## config.mk

```make
export PLATFORM = sky130hd
export DESIGN_NAME = sram_ctrl
export DESIGN_NICKNAME = d
export VERILOG_FILES = /design/src/rtl/sram_ctrl_pkg.sv /design/src/rtl/sram_phase_timer.sv /design/src/rtl/sram_seq.sv /design/src/rtl/sram_pins.sv /design/src/rtl/sram_ctrl.sv
export SDC_FILE = /design/constraint.sdc
export NUM_CORES = 1
export LEC_CHECK = 0
export BUFFER_PORTS_ARGS = -buffer_cell sky130_fd_sc_hd__buf_2
export CORE_MARGIN = 5
export CORE_UTILIZATION = 35
export DETAILED_ROUTE_END_ITERATION = 10
export HOLD_SLACK_MARGIN = 0.15
export PLACE_DENSITY = 0.7
export SLEW_MARGIN = 30
export SYNTH_ARGS = -nofsm -noshare
export SYNTH_HDL_FRONTEND = slang
export SYNTH_SLANG_ARGS = --single-unit
```

## constraint.sdc

```tcl
create_clock -name clk_i -period 2.1 [get_ports clk_i]
set_clock_uncertainty 0.1 [all_clocks]
set_input_delay 0.315 -clock clk_i [delete_from_list [all_inputs] [get_ports clk_i]]
set_output_delay 0.315 -clock clk_i [all_outputs]
set_load 0.1 [all_outputs]
```

## src/rtl/sram_ctrl_pkg.sv

```systemverilog
package sram_ctrl_pkg;

  typedef enum logic [2:0] {
    ST_IDLE,
    ST_SETUP,
    ST_ACTIVE,
    ST_HOLD,
    ST_TURN
  } sram_state_e;

  // cycles covering a ns minimum, never fewer than one
  function automatic int unsigned ns_to_cyc(int unsigned ns, int unsigned per);
    int unsigned c;
    c = (ns + per - 1) / per;
    return (c == 0) ? 1 : c;
  endfunction

  function automatic int unsigned max2(int unsigned a, int unsigned b);
    return (a > b) ? a : b;
  endfunction

endpackage

```

## src/rtl/sram_phase_timer.sv

```systemverilog
module sram_phase_timer #(
  parameter int CNT_W = 4
) (
  input  logic             clk_i,
  input  logic             rst_ni,
  input  logic             load_i,
  input  logic [CNT_W-1:0] load_val_i,
  output logic             last_o
);

  logic [CNT_W-1:0] cnt_q;

  always_ff @(posedge clk_i or negedge rst_ni) begin
    if (!rst_ni)             cnt_q <= '0;
    else if (load_i)         cnt_q <= load_val_i;
    else if (cnt_q != '0)    cnt_q <= cnt_q - 1'b1;
  end

  assign last_o = (cnt_q == '0);

endmodule

```

## src/rtl/sram_seq.sv

```systemverilog
module sram_seq
  import sram_ctrl_pkg::*;
#(
  parameter int CNT_W     = 4,
  parameter int CYC_SETUP = 1,
  parameter int CYC_WR    = 4,
  parameter int CYC_RD    = 5,
  parameter int CYC_HOLD  = 1,
  parameter int CYC_TURN  = 2
) (
  input  logic             clk_i,
  input  logic             rst_ni,
  input  logic             req_i,
  input  logic             we_i,
  input  logic             last_i,
  output sram_state_e      state_o,
  output logic             wr_o,
  output logic             accept_o,
  output logic             capture_o,
  output logic             load_o,
  output logic [CNT_W-1:0] load_val_o,
  output logic             done_o
);

  localparam logic [CNT_W-1:0] LV_SETUP = CNT_W'(CYC_SETUP - 1);
  localparam logic [CNT_W-1:0] LV_WR    = CNT_W'(CYC_WR - 1);
  localparam logic [CNT_W-1:0] LV_RD    = CNT_W'(CYC_RD - 1);
  localparam logic [CNT_W-1:0] LV_HOLD  = CNT_W'(CYC_HOLD - 1);
  localparam logic [CNT_W-1:0] LV_TURN  = CNT_W'(CYC_TURN - 1);

  sram_state_e state_q, state_d;
  logic        wr_q;
  logic        done_q;
  logic        fin;

  always_comb begin
    state_d    = state_q;
    accept_o   = 1'b0;
    capture_o  = 1'b0;
    load_o     = 1'b0;
    load_val_o = '0;
    fin        = 1'b0;
    unique case (state_q)
      ST_IDLE: if (req_i) begin
        state_d    = ST_SETUP;
        accept_o   = 1'b1;
        load_o     = 1'b1;
        load_val_o = LV_SETUP;
      end
      ST_SETUP: if (last_i) begin
        state_d    = ST_ACTIVE;
        load_o     = 1'b1;
        load_val_o = wr_q ? LV_WR : LV_RD;
      end
      ST_ACTIVE: if (last_i) begin
        state_d    = ST_HOLD;
        capture_o  = !wr_q;
        load_o     = 1'b1;
        load_val_o = LV_HOLD;
      end
      ST_HOLD: if (last_i) begin
        state_d    = ST_TURN;
        load_o     = 1'b1;
        load_val_o = LV_TURN;
      end
      ST_TURN: if (last_i) begin
        state_d = ST_IDLE;
        fin     = 1'b1;
      end
      default: state_d = ST_IDLE;
    endcase
  end

  always_ff @(posedge clk_i or negedge rst_ni) begin
    if (!rst_ni) begin
      state_q <= ST_IDLE;
      wr_q    <= 1'b0;
      done_q  <= 1'b0;
    end else begin
      state_q <= state_d;
      done_q  <= fin;
      if (accept_o) wr_q <= we_i;
    end
  end

  assign state_o = state_q;
  assign wr_o    = wr_q;
  assign done_o  = done_q;

endmodule

```

## src/rtl/sram_pins.sv

```systemverilog
module sram_pins
  import sram_ctrl_pkg::*;
#(
  parameter int ADDR_W = 17,
  parameter int DATA_W = 8
) (
  input  logic              clk_i,
  input  logic              rst_ni,
  input  sram_state_e       state_i,
  input  logic              wr_i,
  input  logic              accept_i,
  input  logic              capture_i,
  input  logic [ADDR_W-1:0] addr_i,
  input  logic [DATA_W-1:0] wdata_i,
  input  logic [DATA_W-1:0] mem_dq_i,
  output logic [DATA_W-1:0] rdata_o,
  output logic [ADDR_W-1:0] mem_addr_o,
  output logic              mem_ce_n_o,
  output logic              mem_ce_o,
  output logic              mem_we_n_o,
  output logic              mem_oe_n_o,
  output logic [DATA_W-1:0] mem_dq_o,
  output logic              mem_dq_oe_o
);

  logic [ADDR_W-1:0] addr_q;
  logic [DATA_W-1:0] wdata_q;
  logic [DATA_W-1:0] rdata_q;
  logic              sel;
  logic              strobe;

  always_ff @(posedge clk_i or negedge rst_ni) begin
    if (!rst_ni) begin
      addr_q  <= '0;
      wdata_q <= '0;
      rdata_q <= '0;
    end else begin
      if (accept_i) begin
        addr_q  <= addr_i;
        wdata_q <= wdata_i;
      end
      if (capture_i) rdata_q <= mem_dq_i;
    end
  end

  // select spans SETUP..HOLD; TURN and IDLE leave the memory in standby
  assign sel    = (state_i == ST_SETUP) || (state_i == ST_ACTIVE) || (state_i == ST_HOLD);
  assign strobe = (state_i == ST_ACTIVE);

  assign mem_addr_o  = addr_q;
  assign mem_ce_n_o  = !sel;
  assign mem_ce_o    = sel;
  assign mem_we_n_o  = !(strobe && wr_i);
  assign mem_oe_n_o  = !(strobe && !wr_i);
  assign mem_dq_o    = wdata_q;
  assign mem_dq_oe_o = sel && wr_i;
  assign rdata_o     = rdata_q;

endmodule

```

## src/rtl/sram_ctrl.sv

```systemverilog
module sram_ctrl
  import sram_ctrl_pkg::*;
#(
  parameter int ADDR_W   = 17,
  parameter int DATA_W   = 8,
  parameter int CLK_NS   = 10,
  parameter int T_AS_NS  = 0,
  parameter int T_PWE_NS = 35,
  parameter int T_SD_NS  = 25,
  parameter int T_AW_NS  = 35,
  parameter int T_WC_NS  = 45,
  parameter int T_AH_NS  = 0,
  parameter int T_AA_NS  = 45,
  parameter int T_OZ_NS  = 18
) (
  input  logic              clk_i,
  input  logic              rst_ni,
  input  logic              req_i,
  input  logic              we_i,
  input  logic [ADDR_W-1:0] addr_i,
  input  logic [DATA_W-1:0] wdata_i,
  output logic [DATA_W-1:0] rdata_o,
  output logic              done_o,
  output logic [ADDR_W-1:0] mem_addr_o,
  output logic              mem_ce_n_o,
  output logic              mem_ce_o,
  output logic              mem_we_n_o,
  output logic              mem_oe_n_o,
  output logic [DATA_W-1:0] mem_dq_o,
  output logic              mem_dq_oe_o,
  input  logic [DATA_W-1:0] mem_dq_i
);

  localparam int CYC_SETUP = ns_to_cyc(T_AS_NS, CLK_NS);
  localparam int CYC_HOLD  = ns_to_cyc(T_AH_NS, CLK_NS);
  localparam int CYC_TURN  = ns_to_cyc(T_OZ_NS, CLK_NS);
  localparam int CYC_RD    = ns_to_cyc(T_AA_NS, CLK_NS);
  localparam int WR_BASE   = ns_to_cyc(max2(max2(T_PWE_NS, T_SD_NS), T_AW_NS), CLK_NS);
  localparam int WC_CYC    = ns_to_cyc(T_WC_NS, CLK_NS);
  // stretch the strobe when the total write cycle would be short
  localparam int CYC_WR    = (WC_CYC > CYC_SETUP + CYC_HOLD + WR_BASE)
                             ? WC_CYC - CYC_SETUP - CYC_HOLD : WR_BASE;
  localparam int MAX_CYC   = max2(max2(max2(CYC_SETUP, CYC_HOLD), max2(CYC_TURN, CYC_RD)), CYC_WR);
  localparam int CNT_W     = (MAX_CYC < 2) ? 1 : $clog2(MAX_CYC);

  sram_state_e      state;
  logic             wr;
  logic             accept;
  logic             capture;
  logic             load;
  logic [CNT_W-1:0] load_val;
  logic             last;

  sram_phase_timer #(.CNT_W(CNT_W)) u_timer (
    .clk_i      (clk_i),
    .rst_ni     (rst_ni),
    .load_i     (load),
    .load_val_i (load_val),
    .last_o     (last)
  );

  sram_seq #(
    .CNT_W     (CNT_W),
    .CYC_SETUP (CYC_SETUP),
    .CYC_WR    (CYC_WR),
    .CYC_RD    (CYC_RD),
    .CYC_HOLD  (CYC_HOLD),
    .CYC_TURN  (CYC_TURN)
  ) u_seq (
    .clk_i      (clk_i),
    .rst_ni     (rst_ni),
    .req_i      (req_i),
    .we_i       (we_i),
    .last_i     (last),
    .state_o    (state),
    .wr_o       (wr),
    .accept_o   (accept),
    .capture_o  (capture),
    .load_o     (load),
    .load_val_o (load_val),
    .done_o     (done_o)
  );

  sram_pins #(.ADDR_W(ADDR_W), .DATA_W(DATA_W)) u_pins (
    .clk_i       (clk_i),
    .rst_ni      (rst_ni),
    .state_i     (state),
    .wr_i        (wr),
    .accept_i    (accept),
    .capture_i   (capture),
    .addr_i      (addr_i),
    .wdata_i     (wdata_i),
    .mem_dq_i    (mem_dq_i),
    .rdata_o     (rdata_o),
    .mem_addr_o  (mem_addr_o),
    .mem_ce_n_o  (mem_ce_n_o),
    .mem_ce_o    (mem_ce_o),
    .mem_we_n_o  (mem_we_n_o),
    .mem_oe_n_o  (mem_oe_n_o),
    .mem_dq_o    (mem_dq_o),
    .mem_dq_oe_o (mem_dq_oe_o)
  );

endmodule

```

# == Word level (Yosys, flattened, before mapping) ==
# Index checks and enable logic that the tools add are counted.
# classes
add_sub_neg,1
n_eq_ne,9
muxes,19
reduce_logical,15
# ops
cell,n
2-to-1 mux 3 bit,9
one-hot mux 3 bit (5 select lines),1
inequality test 2 bit (second input constant),5
2-to-1 mux 1 bit,7
== test 3 x 2 -> 1 bit (second input constant),2
logical NOT 3 bit,2
one-hot mux 3 bit (2 select lines),1
AND reduction 5 bit,1
logical NOT 1 bit,4
== test 3 x 1 -> 1 bit (second input constant),1
== test 3 bit (second input constant),1
logical AND 1 bit,3
nonzero test 3 bit,1
OR reduction 3 bit,1
subtractor 3 x 1 -> 3 bit (second input constant),1
logical OR 1 bit,2
one-hot mux 1 bit (2 select lines),1
nonzero test 2 bit,1
# totals
register_bits,41
output_inout_bits,39
word_cells,51

# == Longest topological paths before layout ==
# Gate-level depths: netlist of run 1.
# depth
ltp_word,4
mapped_depth,6
ltp_nobuf,5

# == Modules after synthesis ==
# From an unflattened synthesis of run 1, not the netlist that was laid out.
# unflattened
hier_cells,126
area_unflattened_um2,1883.1
# by_module_without_submodules
mod,n_inst,cells_per_inst,area_each_um2,seq_area_each_um2
sram_pins,1,76,1371.3,825.8
sram_seq,1,29,311.5,125.1
sram_phase_timer,1,21,200.2,75.1

# == Worst setup path after synthesis of run 1 ==
# OpenSTA, ideal clock, no wires.
# synth_path
path_kind,register to output
startpoint,register u_seq.state_q[1] (netlist: u_seq.state_o[1])
endpoint,output mem_dq_oe_o
arrival_ps,2921
required_time_ps,1685
setup_slack_ps,-1236
stages_incl_launch_ff,4
path_cell_list,dfrtp_1 -> clkbuf_1 -> nor2_1 -> nor3b_1
# synth_via
elab_chain_len,4
word_cells_on_any_way,6
classes_between,3 x eq/ne; 3 x reduce/logical
# synth_rtl
element,line_no,source
"start, declared",sram_seq.sv:31,"sram_state_e state_q, state_d;"
"start signal, assigned",sram_seq.sv:80,state_q <= state_d;
== test 3 x 1 -> 1 bit or == test 3 x 2 -> 1 bit (tied branches),sram_pins.sv:47,assign sel = (state_i == ST_SETUP) || (state_i == ST_ACTIVE) || (state_i == ST_HOLD);
logical OR 1 bit,sram_pins.sv:47,
logical OR 1 bit (*),sram_pins.sv:47,
logical AND 1 bit (*),sram_pins.sv:56,assign mem_dq_oe_o = sel && wr_i;
"end, declared",sram_ctrl.sv:30,"output logic mem_dq_oe_o,"
# Mark *: on every way between the ends. The rest lies on a longest branch, timed or not.

# == Worst setup path in the final report of run 1 ==
# layout_path
startpoint,register u_seq.state_q[0] (netlist: u_seq.state_o[0])
endpoint,output mem_ce_o
# layout_via
elab_chain_len,3
word_cells_on_any_way,5
classes_between,3 x eq/ne; 2 x reduce/logical
# layout_rtl
element,line_no,source
== test 3 x 1 -> 1 bit or == test 3 x 2 -> 1 bit (tied branches),sram_pins.sv:47,
logical OR 1 bit,sram_pins.sv:47,
logical OR 1 bit (*),sram_pins.sv:47,
"end, declared",sram_ctrl.sv:26,"output logic mem_ce_o,"
# Marked as above.

==> results by group, run 1 <==
Synthesis
  • Synth Flop Type: dfrtp_1
  • Most frequent cell after synthesis: dfrtp_1
  • Synthesized net count: between 150 and 200
  • Yosys reg bits: 41
  • Synth top area share: between 50% and 60%
  • Dominant cell type by area after synthesis: dfrtp_1
  • Fraction of registers with async set/reset: 100%
  • Synth area leaders: dfrtp_1, mux2_1, mux2_4, ha_1, nor2_1
  • Commonest cells post-synth: dfrtp_1, mux2_1, mux2_4
  • Post-Syn Area: roughly 1800 µm²
  • Yosys warns: 0
  • Netlist cell types: 37
  • Register area share after synthesis: between 50 and 60%
  • Mapped Avg Cell Area: roughly 14 µm²
  • EDFF count, synth: 0
  • Cells after Synth: approximately 120

Job
  • Max cap viols: 0

Die
  • Die Ht: 81.1 µm
  • I/O Pins: 76
  • Initial Utilization: around 37%
  • Die width: 81.1 µm
  • Core area: roughly 4800 µm²
  • Row count: 25
  • Die area: 6580 µm²

Finish
  • Register area: 1030 µm²
  • Multi-input logic area: 723 µm²
  • Area grow syn2layout: 48.7%
  • Layout cell share with drive strength beyond 1: approximately 45%
  • Fillers: 421
  • Ant diodes: 0
  • Final non-filler cell total: roughly 300
  • NumNets Final: around 270

Timing
  • Min Hold Slack: 164 ps
  • Max-slew violation count: 0
  • Final setup viols: 0
  • Fin crit period: 1950 ps
  • Crit share post-route: between 90 and 100%
  • Final Hold Vio Count: 0
  • Setup TNS Final: 0 ps
  • Worst-Margin Slew: roughly 500 ps
  • Final WS setup: about 150 ps
  • Fmax: roughly 510 MHz
  • RSZ-0062 raised after global routing: no
  • Slew headroom: approximately two thirds

GRT
  • Total grt overflow: 0
  • Met3 GRT Util: roughly 6.4%
  • Initial antenna violation count: 0
  • Met1 GRT Util: between 10% and 20%
  • Total global-route track usage: about 14%
  • Largest net degree at the start of global routing: 42
  • Global-route wire length before repair: between 6000 and 7000 µm
  • Vias in the first global route: roughly 1500
  • GRT busiest layer: met2
  • GR Util met2: between 20% and 30%

Critical path
  • Arrival time worst endpoint: around 1500 ps
  • Worst EP required: 1680 ps
  • WS Path Type: flip-flop to primary output
  • Worst reg2reg path startpoint: u_timer.cnt_q[0]
  • Slowest stage delay, CP: 380 ps
  • Slowest CP cell: dfrtp_1
  • Worst reg2reg setup slack: ~220 ps
  • Worst R2R Path Depth: 5
  • CP Cell Sequence: buf_4, or2_1, nand2b_4, clkinvlp_4, buf_2
  • Startpoint types: flip-flop
  • Crit. End Element: primary output
  • Worst Path Max Fanout: 11
  • Sum of buffers and inverters on the critical path: 3
  • CP delay by family, top: buffers and inverters
  • Reg2Reg Capture Point: u_pins.rdata_o[4]

Route
  • Initial drt markers: 28
  • Vias/cell: 4.62
  • Drt pass-1 iters: 4
  • Avg WL per Cell: around 14 µm
  • Routed Antenna Nets: 0
  • DR vias: ~1400
  • Drt total wl: approximately 4200 µm
  • DRC viols: 0

Placed design
  • Dpl hpwl: approximately 2800 µm
  • Placed cell count: 266
  • PortBufs: 75
  • DP Worst Slack: approximately 47 ps
  • Gpl congestion: just over 0.7

Clock tree
  • Worst-case clock buffer depth: 2
  • CTS Buf Count: 5
  • CTS tree: yes
  • Sinks on Clock Net: between 40 and 50
  • Htree depth: 2
  • Worst-skew pair later-pin latency: about 280 ps
  • Worst-path clk slew: roughly 70 ps
  • Buffer count from post-CTS setup fixing: 0
  • Clock tree root buffer cell: clkbuf_8

Status
  • Outcome: finished clean

Hold path
  • Worst Hold Endpoint: u_pins.rdata_o[5]
  • Hold Path Depth: 2
  • Hold/Removal Path Class: input port to flip-flop
  • Hold Startpoint: mem_dq_i[5]
## area by class of cell
class	instances	share of cell area [%]
clock buffers	7	3.28
inverters	3	0.570
multi-input cells	72	27.4
flip-flops and latches	41	38.9
well taps	67	3.18
repair buffers	109	26.6
## state kept, by name, summed over array words and instances, names as in the netlist
signal / cells
u_pins.mem_addr_o: 17
u_pins.mem_dq_o: 8
u_pins.rdata_o: 8
u_seq.state_o: 3
u_timer.cnt_q: 3
u_seq.done_o: 1
u_seq.wr_o: 1
## layer usage
| metal | vias to the layer above | wire [µm] |
|---|---|---|
| met5 | - | 0 |
| met4 | 0 | 27 |
| met3 | 3 | 462 |
| met2 | 72 | 1930 |
| met1 | 653 | 1780 |
| li1 | 654 | - |
## through the flow
| step | utilization, % | area, µm² |
|---|---|---|
| after floorplan | - | 1790 |
| after global placement | 47.3 | 2280 |
| after detailed placement | 47.3 | 2280 |
| after CTS | 54.3 | 2620 |
| after global routing | 54.7 | 2640 |
| final | 54.7 | 2640 |
## placed cells by master, fill, tap and decap left out, drive strengths merged, types with 2 or more instances in the layout
master	n
nor2	5
mux2	34
dfrtp	41
dlygate4sd3	26
ha	2
nor3b	2
clkbuf	9
buf	81
a21oi	3
inv	2
nand2b	3
or2	2
## worst max-delay path by stage
stage | start | endpoint | slack, ps | depth (start not counted)
floorplan | u_seq.state_o[1] | mem_ce_o | 60 | 4
global placement | u_timer.cnt_q[0] | u_pins.rdata_o[5] | 120 | 5
detailed placement | u_timer.cnt_q[0] | u_pins.rdata_o[4] | 50 | 5
CTS | u_timer.cnt_q[0] | u_pins.rdata_o[4] | 30 | 5
global route | u_seq.state_o[0] | mem_ce_o | 50 | 5
finish | u_seq.state_o[0] | mem_ce_o | 150 | 5
## cells by family after synthesis
family / after synthesis / synth area share [%]
fa+ha+maj: 2 / 1.41
xor+xnor: 1 / 0.494
flops: 41 / 57.9
buf+inv: 10 / 2.90
compound gates: 10 / 4.17
mux: 35 / 23.9
simple gates: 24 / 9.25
## what timing repair did
action	in CTS	in global routing
setup endpoints to repair	0	10
hold buffers	25	1
hold endpoints to repair	65	1
gates resized for setup	0	3
Power of run 1 is not shown: default switching activity piles up to over one toggle a cycle in this logic, so the estimate is an artifact.
==> run 2, diff against run 1 <==
CORE_UTILIZATION = 45   (was 35)
GPL_ROUTABILITY_DRIVEN = 0   (was unset)
PLACE_DENSITY = 0.84   (was 0.7)
==> run 2 against run 1 <==
Cell count down 3.3%. Worst setup slack worse by 45 ps. Flip-flop and latch count is the same. Maximum frequency fell by 2.2%. Clock-buffer cell count fell by 1. Final area increased by 2.8%. Highest routed layer unchanged. Wire length is 4.4% higher. Critical path type unchanged. Via count increased by 1.4%. Utilization up 18 points.
==> results by group, run 2 (synthesis gave the netlist of run 1 again) <==
Timing
  • Final Hold Vio Count: 0
  • Crit share post-route: a little over nine tenths
  • Worst-Margin Slew: roughly 520 ps
  • Fmax: around 500 MHz
  • Setup TNS Final: 0 ps
  • Final setup viols: 0
  • RSZ-0062 raised after global routing: no
  • Min Hold Slack: approximately 320 ps
  • Slew headroom: between 60% and 70%
  • Fin crit period: around 2000 ps
  • Max-slew violation count: 0
  • Final WS setup: between 100 and 150 ps

Die
  • I/O Pins: between 70 and 80
  • Row count: 22
  • Initial Utilization: 47.3%
  • Core area: around 3700 µm²
  • Die width: approximately 73 µm
  • Die area: between 5000 and 6000 µm²
  • Die Ht: ~73 µm

Clock tree
  • Sinks on Clock Net: just over 40
  • Worst-skew pair later-pin latency: 300 ps
  • Htree depth: 2
  • Worst-case clock buffer depth: 2
  • Clock tree root buffer cell: clkbuf_8
  • CTS tree: yes
  • Worst-path clk slew: 80 ps
  • CTS Buf Count: 5

Finish
  • Commonest non-fill, non-tap cells in the layout: buf_2, dfrtp_1, dlygate4sd3_1
  • Layout cell share with drive strength beyond 1: 43.6%
  • Fillers: about 260
  • Max FFs per register: 17
  • Final non-filler cell total: 289
  • Commonest non-fill, non-tap cell in the layout: buf_2
  • Ant diodes: 0
  • NumNets Final: ~280
  • Area grow syn2layout: 52.9%

Critical path
  • CP Cell Sequence: buf_4, or2_1, nand2b_4, clkinvlp_4, buf_2
  • Worst Path Max Fanout: 11
  • Critical path startpoint: u_seq.state_o[0]
  • Slowest CP cell: dfrtp_1
  • Worst EP required: ~1700 ps
  • Sum of buffers and inverters on the critical path: 3
  • Worst reg2reg setup slack: 220 ps
  • Startpoint types: flip-flop
  • CP delay by family, top: buffers and inverters
  • Slowest stage delay, CP: around 380 ps
  • WP depth: 5
  • Worst reg2reg path startpoint: u_timer.cnt_q[0]
  • Arrival time worst endpoint: ~1600 ps
  • WS Path Type: flip-flop to primary output
  • Worst Setup EP: mem_ce_o
  • Reg2Reg Capture Point: u_pins.rdata_o[1]
  • Crit. End Element: primary output
  • Worst R2R Path Depth: 5

Route
  • Initial drt markers: 41
  • Routed Antenna Nets: 0
  • Drt total wl: approximately 4400 µm
  • DRC viols: 0
  • Vias/cell: between 4 and 5
  • DR vias: roughly 1400
  • Avg WL per Cell: around 15 µm
  • Drt pass-1 iters: 4

GRT
  • Global-route wire length before repair: 7200 µm
  • Total global-route track usage: between 10% and 20%
  • Largest net degree at the start of global routing: 42
  • Vias in the first global route: approximately 1500
  • Initial antenna violation count: 0
  • Total grt overflow: 0

Hold path
  • Hold/Removal Path Class: input port to flip-flop

Status
  • Outcome: finished clean

Placed design
  • PortBufs: 75
  • DP Worst Slack: between 40 and 50 ps
  • Placed cell count: ~250
  • Dpl hpwl: around 2700 µm

Job
  • Max cap viols: 0
run 2: timing repair:
action                                  CTS  global route
resized for setup                         0             4
setup buffers                             0             0
hold endpoints to repair                 74             1
endpoints found under the setup margin    0            12
hold buffers                             34             1
run 2: worst min path at each step:
stage,start,to,slack (ps),cells past startpoint
4_1_cts,mem_dq_i[1],u_pins.rdata_o[1],150,2
3_3_place_gp,rst_ni,u_pins.mem_addr_o[15],300,2
3_5_place_dp,rst_ni,u_pins.mem_addr_o[10],310,2
5_1_grt,req_i,u_seq.state_o[0],330,4
6_report,req_i,u_seq.state_o[0],320,4
2_1_floorplan,rst_ni,u_pins.mem_addr_o[0],-80,0
run 2: area by class of cell:
cell class | count | area, µm² | share of cell area, %
Sequential cell | 41 | 1030 | 37.9
Timing Repair Buffer | 117 | 796 | 29.4
Multi-Input combinational cell | 72 | 723 | 26.7
Clock buffer | 6 | 72.6 | 2.68
Tap cell | 48 | 60.1 | 2.22
Clock inverter | 2 | 15.0 | 0.554
Inverter | 3 | 15.0 | 0.554
run 2: metrics by stage:
step | util (%) | instance area (µm²)
final | 72.4 | 2710
after global routing | 72.4 | 2710
after CTS | 71.8 | 2690
after detailed placement | 60.4 | 2260
after global placement | 60.4 | 2260
after floorplan | - | 1790
run 2: worst reg2reg max path: stages, from the launching register on:
cell	delay, ps
dfrtp_1	410
inv_1	90
ha_1	210
nand2b_4	80
or4_4	530
mux2_4	340
run 2: metal layers:
layer,global-route usage (%),routed length [µm],vias up
li1,-,-,668
met4,7.38,56,0
met5,0,0,-
met1,21.4,1900,670
met3,7.02,381,4
met2,29.4,2060,60
Power of run 2 is left out for the same reason.
==> run 3, diff against run 2 <==
BUFFER_PORTS_ARGS = -buffer_cell sky130_fd_sc_hd__clkbuf_2   (was -buffer_cell sky130_fd_sc_hd__buf_2)
==> run 3 against run 2 <==
Final area shrank 2.4%. Utilization decreased by 1.7 points. Flip-flop and latch count is the same. Critical path depth shrank 1. Maximum frequency fell by 1.1%. First-iteration DRC count is 12% higher. Register-to-register slack gained 20 ps. Wire length down 4.5%. Global-route usage is 1.0 points lower. Critical endpoint unchanged. Largest cell class unchanged.
==> results by group, run 3 (synthesis gave the netlist of run 1 again) <==
GRT
  • Largest net degree at the start of global routing: 21
  • Vias in the first global route: roughly 1500
  • Total grt overflow: 0
  • Global-route wire length before repair: between 6000 and 7000 µm
  • Initial antenna violation count: 0
  • Total global-route track usage: between 10% and 20%

Critical path
  • Worst EP required: ~1700 ps
  • Startpoint types: flip-flop
  • Arrival time worst endpoint: about 1600 ps
  • Crit. End Element: primary output
  • WS Path Type: flip-flop to primary output
  • Worst Path Max Fanout: 9

Route
  • DR vias: roughly 1400
  • Vias/cell: roughly 4.8
  • Initial drt markers: 46
  • Avg WL per Cell: 14.9 µm
  • Drt total wl: 4190 µm
  • Routed Antenna Nets: 0
  • DRC viols: 0
  • Drt pass-1 iters: 4

Clock tree
  • Worst-path clk slew: 70 ps
  • Clock tree root buffer cell: clkbuf_8
  • Sinks on Clock Net: 41
  • Worst-skew pair later-pin latency: about 280 ps
  • Buffer count from post-CTS setup fixing: 0
  • Htree depth: 2
  • CTS Buf Count: 5
  • Worst-case clock buffer depth: 2
  • CTS tree: yes

Die
  • Die area: about 5300 µm²
  • Row count: 22
  • Initial Utilization: 47.3%
  • Die width: between 70 and 80 µm
  • Die Ht: ~73 µm
  • I/O Pins: between 70 and 80
  • Core area: about 3700 µm²

Finish
  • Ant diodes: 0
  • Max FFs per register: 17
  • Commonest non-fill, non-tap cell in the layout: clkbuf_2
  • Final non-filler cell total: 282
  • Commonest non-fill, non-tap cells in the layout: clkbuf_2, dfrtp_1, dlygate4sd3_1
  • Area grow syn2layout: 49.2%
  • NumNets Final: between 200 and 300
  • Layout cell share with drive strength beyond 1: roughly 44%

Timing
  • Fin crit period: 2020 ps
  • Crit share post-route: a little over nine tenths
  • Max-slew violation count: 0
  • Final Hold Vio Count: 0
  • Setup TNS Final: 0 ps
  • Final setup viols: 0
  • RSZ-0062 raised after global routing: no
  • Fmax: about 490 MHz
  • Slew headroom: a little over three fifths
  • Worst-Margin Slew: 553 ps

Placed design
  • PortBufs: 75
  • Dpl hpwl: between 2000 and 3000 µm
  • Placed cell count: 247

Status
  • Outcome: finished clean

Hold path
  • Hold/Removal Path Class: input port to flip-flop

Job
  • Max cap viols: 0
run 3: final timing paths:
check | startpoint | to | slack (ps) | cells past startpoint
min in group asynchronous | rst_ni | u_seq.state_o[1] | 420 | 2
max in group asynchronous | rst_ni | u_pins.rdata_o[1] | 940 | 3
setup reg to reg | u_timer.cnt_q[0] | u_pins.rdata_o[3] | 240 | 5
hold / removal | addr_i[13] | u_pins.mem_addr_o[13] | 160 | 2
setup / recovery | u_seq.state_o[2] | mem_ce_o | 80 | 4
hold reg to reg | u_pins.mem_addr_o[9] | u_pins.mem_addr_o[9] | 390 | 1
run 3: metrics by stage:
stage | hold WS, ps | utilization (%) | setup WS, ps | cell area (µm²)
after detailed placement | 204 | 60.7 | 68.8 | 2270
final | 161 | 70.6 | 78.4 | 2640
after global placement | 202 | 60.7 | 137 | 2270
after global routing | 156 | 70.6 | 2.86 | 2640
after floorplan | -80.6 | - | 60.3 | 1790
after CTS | 155 | 70.5 | 6.07 | 2640
run 3: layout make-up:
class | count | area [µm²]
tap | 48 | 60.1
clock buffer | 7 | 86.3
timing repair buffer | 111 | 733
multi-input combinational | 72 | 723
fill | 264 | 1100
inverter | 3 | 15.0
sequential | 41 | 1030
run 3: repair_timing:
item | 4_1_cts | 5_1_grt
gates resized for setup | 0 | 3
hold buffers | 28 | 0
endpoints found under the hold margin | 45 | 0
setup endpoints to repair | 0 | 8
run 3: critical path, cell delays in order, from the launching register on:
cell        delay (ps)
dfrtp_1            480
buf_4              200
nand2b_4           160
clkinvlp_4          60
buf_2              410
run 3: layer usage:
metal	vias up	global-route usage, %	wire length, µm	part of all wire (%)
met5	-	0	0	0
li1	658	-	-	-
met3	5	5.23	359	8.6
met2	57	27.9	2030	48
met4	0	7.99	57	1.4
met1	643	20.5	1750	42
Power of run 3 is left out for the same reason.
